`config.mk`:
```
export PLATFORM = sky130hd
export DESIGN_NAME = delayed_branch_seq
export DESIGN_NICKNAME = d
export VERILOG_FILES = /design/src/rtl/seq_pkg.sv /design/src/rtl/seq_ctrl.sv /design/src/rtl/seq_datapath.sv /design/src/rtl/delayed_branch_seq.sv
export SDC_FILE = /design/constraint.sdc
export NUM_CORES = 1
export LEC_CHECK = 0
export BUFFER_PORTS_ARGS = -buffer_cell sky130_fd_sc_hd__buf_4
export CAP_MARGIN = 20
export CORE_AREA = 3 3 86 88
export CTS_CLUSTER_SIZE = 20
export DETAILED_ROUTE_END_ITERATION = 12
export DIE_AREA = 0 0 89 91
export GPL_TIMING_DRIVEN = 0
export PLACE_DENSITY = 0.7
export SLEW_MARGIN = 10
export SYNTH_ARGS = -nofsm -noshare
export SYNTH_HDL_FRONTEND = slang
export SYNTH_SLANG_ARGS = --single-unit
export TNS_END_PERCENT = 1
```
`constraint.sdc`:
```
create_clock -name clk -period 4.4 [get_ports clk]
set_input_delay 0 -clock clk [delete_from_list [all_inputs] [get_ports clk]]
set_output_delay 0 -clock clk [all_outputs]
set_load 0.01 [all_outputs]
```
`src/rtl/seq_pkg.sv`:
```
package seq_pkg;
  localparam logic [3:0] CondNever  = 4'b0000;
  localparam logic [3:0] CondEq     = 4'b0001;
  localparam logic [3:0] CondLt     = 4'b0011;
  localparam logic [3:0] CondCs     = 4'b0101;
  localparam logic [3:0] CondAlways = 4'b1000;
  localparam logic [3:0] CondNe     = 4'b1001;
  localparam logic [3:0] CondGe     = 4'b1011;
  localparam logic [3:0] CondCc     = 4'b1101;

  typedef struct packed {
    logic takeTarget;  // next-address register loads the target
    logic killSlot;    // instruction fetched next cycle is annulled
  } seqStrobe_t;
endpackage

```
`src/rtl/seq_ctrl.sv`:
```
module seq_ctrl
  import seq_pkg::*;
(
  input  logic       brValid,
  input  logic [3:0] brCond,
  input  logic       brAnnul,
  input  logic       flagN,
  input  logic       flagZ,
  input  logic       flagV,
  input  logic       flagC,
  input  logic       squashNow,
  output seqStrobe_t strobe
);
  logic honoured;
  logic condTrue;
  logic isAlways;

  always_comb begin
    unique case (brCond)
      CondAlways: condTrue = 1'b1;
      CondEq:     condTrue = flagZ;
      CondNe:     condTrue = ~flagZ;
      CondLt:     condTrue = flagN ^ flagV;
      CondGe:     condTrue = ~(flagN ^ flagV);
      CondCs:     condTrue = flagC;
      CondCc:     condTrue = ~flagC;
      default:    condTrue = 1'b0;
    endcase
  end

  assign isAlways = (brCond == CondAlways);
  assign honoured = brValid & ~squashNow;

  always_comb begin
    strobe.takeTarget = honoured & condTrue;
    strobe.killSlot   = honoured & brAnnul & (isAlways | ~condTrue);
  end
endmodule

```
`src/rtl/seq_datapath.sv`:
```
module seq_datapath
  import seq_pkg::*;
#(
  parameter int AddrW     = 32,
  parameter int InsnBytes = 4,
  parameter int ResetPc   = 0
) (
  input  logic             clk,
  input  logic             rstN,
  input  seqStrobe_t       strobe,
  input  logic [AddrW-1:0] brTarget,
  output logic [AddrW-1:0] pcQ,
  output logic             squashQ
);
  localparam logic [AddrW-1:0] StepVal  = AddrW'(InsnBytes);
  localparam logic [AddrW-1:0] PcInit   = AddrW'(ResetPc);
  localparam logic [AddrW-1:0] NextInit = PcInit + StepVal;

  logic [AddrW-1:0] nextQ;
  logic [AddrW-1:0] nextSeq;

  assign nextSeq = nextQ + StepVal;

  always_ff @(posedge clk or negedge rstN) begin
    if (!rstN) begin
      pcQ     <= PcInit;
      nextQ   <= NextInit;
      squashQ <= 1'b0;
    end else begin
      pcQ     <= nextQ;
      nextQ   <= strobe.takeTarget ? brTarget : nextSeq;
      squashQ <= strobe.killSlot;
    end
  end
endmodule

```
`src/rtl/delayed_branch_seq.sv`:
```
module delayed_branch_seq
  import seq_pkg::*;
#(
  parameter int AddrW     = 32,
  parameter int InsnBytes = 4,
  parameter int ResetPc   = 0
) (
  input  logic             clk,
  input  logic             rstN,
  input  logic             brValid,
  input  logic [3:0]       brCond,
  input  logic             brAnnul,
  input  logic [AddrW-1:0] brTarget,
  input  logic             flagN,
  input  logic             flagZ,
  input  logic             flagV,
  input  logic             flagC,
  output logic [AddrW-1:0] fetchPc,
  output logic             slotSquash
);
  seqStrobe_t strobe;
  logic       squashQ;

  seq_ctrl u_ctrl (
    .brValid  (brValid),
    .brCond   (brCond),
    .brAnnul  (brAnnul),
    .flagN    (flagN),
    .flagZ    (flagZ),
    .flagV    (flagV),
    .flagC    (flagC),
    .squashNow(squashQ),
    .strobe   (strobe)
  );

  seq_datapath #(
    .AddrW    (AddrW),
    .InsnBytes(InsnBytes),
    .ResetPc  (ResetPc)
  ) u_dp (
    .clk     (clk),
    .rstN    (rstN),
    .strobe  (strobe),
    .brTarget(brTarget),
    .pcQ     (fetchPc),
    .squashQ (squashQ)
  );

  assign slotSquash = squashQ;
endmodule

```
==> run metrics <==
status finished, final reports clean; Worst R2R Setup Slack ~2.3 ns; Rows 30; Die X between 80 and 90 um; reg2reg start u_dp.nextQ[2]; TNS Setup 0 ns; Fin. Hold Viols 0; Layout Cells excl Fill roughly 400; CP most frequent cell nand4_1; post-synth cell types 30; DR DRC count 0; die area approximately 0.0081 mm^2; Slew Limit Fails 0; syn_nets approximately 240; CP peak stage delay between 0.5 and 0.6 ns; Cells after DPL 350; DP HPWL a little under 4000 um; met2 Usage GRT 25.9%; CORE AREA about 0.0067 mm^2; relative slew slack a little under half; final wirelength between 5000 and 6000 um; Synth area leader dfrtp_1; synth warn 0; slowest stage cell, crit path dfstp_2; Fmax 471 MHz; H-tree depth 3; critical path endpoint category flop; # hold bufs at CTS 34; M1 GR Usage 19.4%; Tmin final about 2.1 ns; CTS root buffer clkbuf_8; Clk Latency, worst-skew pair 0.33 ns; Least-Margin Pin Slew 0.803 ns; Worst setup endpoint u_dp.nextQ[26]; CTS sink cnt 65; skew final 0.00768 ns; first-pass GRT wire length around 10000 um; CP Launch Type flop; Total Nets Final between 300 and 400; Power per Cell Area roughly 520 mW/mm^2; CP max FO 7; Area contributors post-synth dfrtp_1 56%, mux2_4 15%, xnor2_1 7.1%; fin crit share between 40 and 50%; reg-to-reg endpoint u_dp.nextQ[26]; area grow syn2layout 40.9%; worst min-delay path class in2reg; required time worst endpoint ~4.6 ns; via count about 1900; P_leak about 1.9 nW; CTS tree done; WS Path Type reg2reg; gr usage total between 10% and 20%; final setup vio count 0; ANT cells 0; DRT antenna net count 0; Finished Cell Area about 0.0040 mm^2; Syn Area/Cell roughly 15 um^2; DIE HEIGHT 91 um; FF+latch count, synth 65; DRT iter0 DRCs 50; RSZ-0062 raised after global routing no; commonest non-fill, non-tap cell in the layout buf_4; grt met3 use under 10%; Most Crowded Layer GR met2; # port buffers 76; cells after synthesis approximately 190; Avg WL per Cell approximately 15 um; most frequent cells in the layout 76 x buf_4, 64 x dfrtp_1, 34 x dlygate4sd3_1; Post-CTS Setup Repair Bufs 0; Seq/Total Area, Yosys 57.4%; Longest Clk Path Bufs 2; vias in the first global route around 2100; post-cts sizing count 0; IO Pins 77; TritonCTS Buffers 9; Max-Cap Viols 0; Via density roughly 4.8; clock slew at reported path FFs around 0.060 ns; fraction of layout cells with a size suffix above 1 40.4%; IR Drop Worst-Case VDD 0.185 mV; CP startpoint u_dp.nextQ[2]; largest net degree at the start of global routing 66; top cell type's share of synthesized area approximately 56%; Initial Utilization ~42%; Final GP Congestion 0.734; grt ovf 0; initial antenna violation count 0; Worst Reg2Reg Path Length in Cells 6; CP cell instances ha_1, nand4_1, nor4_4, nand4_1, xnor2_1, mux2_4; placed cell area approximately 0.0035 mm^2; Netlist Area Pre-Place 0.00284 mm^2; Critical Path AT 2.33 ns; Pre-antenna DRT Iters 4
## layout make-up
type / instances / area, um^2
Inverter: 5 / 18.8
Buffer: 3 / 60.1
Tap cell: 80 / 100
Sequential cell: 65 / 1630
Multi-Input combinational cell: 121 / 1130
Fill cell: 558 / 2720
Clock inverter: 1 / 5.00
Timing Repair Buffer: 110 / 911
Clock buffer: 12 / 145
## metal layers
layer	share of wire (%)	vias up
met5	0	-
met3	5.3	6
met4	1.5	0
met1	43	935
li1	-	929
met2	50	54
## worst min path at each step
stage | startpoint | end | slack [ns] | depth (start not counted)
2_1_floorplan | rstN | u_dp.nextQ[0] | -0.30 | 0
3_3_place_gp | rstN | u_dp.pcQ[11] | 0.14 | 1
3_5_place_dp | rstN | u_dp.pcQ[12] | 0.15 | 1
4_1_cts | brCond[0] | u_dp.squashQ | 0.03 | 3
5_1_grt | brCond[0] | u_dp.squashQ | 0.05 | 3
6_report | brCond[0] | u_dp.squashQ | 0.04 | 3
## where the power goes
group | leakage (nW) | switching, W | internal, W
combinational | 1.08 | 0.000243 | 0.000426
sequential | 0.770 | 0.000182 | 0.000823
clock | 0.0782 | 0.000197 | 0.000210
## cells by family (layout without fill, tap and decap cells)
kind of cell	after synthesis	count (layout)	synth area share, %
XOR/XNOR	30	30	9.75
multiplexers	32	32	16.5
flip-flops	65	65	57.4
AO/OA/AOI/OAI	4	4	1.15
AND/OR/NAND/NOR	54	54	12.0
adder cells (fa/ha/maj)	1	1	0.441
buffers and inverters	8	131	2.78
## per-stage QoR
step                total power [W]  setup slack (ns)  util (%)  hold slack [ns]
floorplan                   0.00136              2.57         -           -0.296
global placement            0.00164              2.29      52.2            0.140
detailed placement          0.00166              2.27      52.2            0.150
CTS                         0.00210              2.25      59.5           0.0323
global route                0.00221              2.17      59.5           0.0505
finish                      0.00208              2.28      59.5           0.0408
## critical path, delay by kind of cell, from the launching register on
family / cells / cell delay, ns
mux: 1 / 0.26
fa+ha+maj: 1 / 0.23
flops: 1 / 0.57
simple gates: 3 / 0.78
xor+xnor: 1 / 0.16
## synth_stat cells
cell / count
nor2_1: 3
o21ai_4: 1
buf_12: 3
mux2i_1: 1
o21ai_0: 1
a31oi_1: 1
nor3_1: 2
nand2_1: 7
nand3_1: 16
and2_4: 1
nor4_4: 1
mux2_2: 2
nand4_1: 9
nor3b_2: 1
and4_1: 2
nor4_1: 3
mux2_4: 29
dfstp_2: 1
xnor3_1: 1
a21oi_1: 1
and2b_1: 1
nor4bb_1: 1
ha_1: 1
inv_1: 5
xnor2_1: 23
dfrtp_1: 64
and3_1: 5
nor3_4: 1
nand4_2: 1
xor2_1: 6
## state kept, by name (all words and copies together) (netlist names)
register and flops:
u_dp.nextQ 32, u_dp.squashQ 1, u_dp.pcQ 32
No activity file was read; power rests on OpenSTA's default activity.
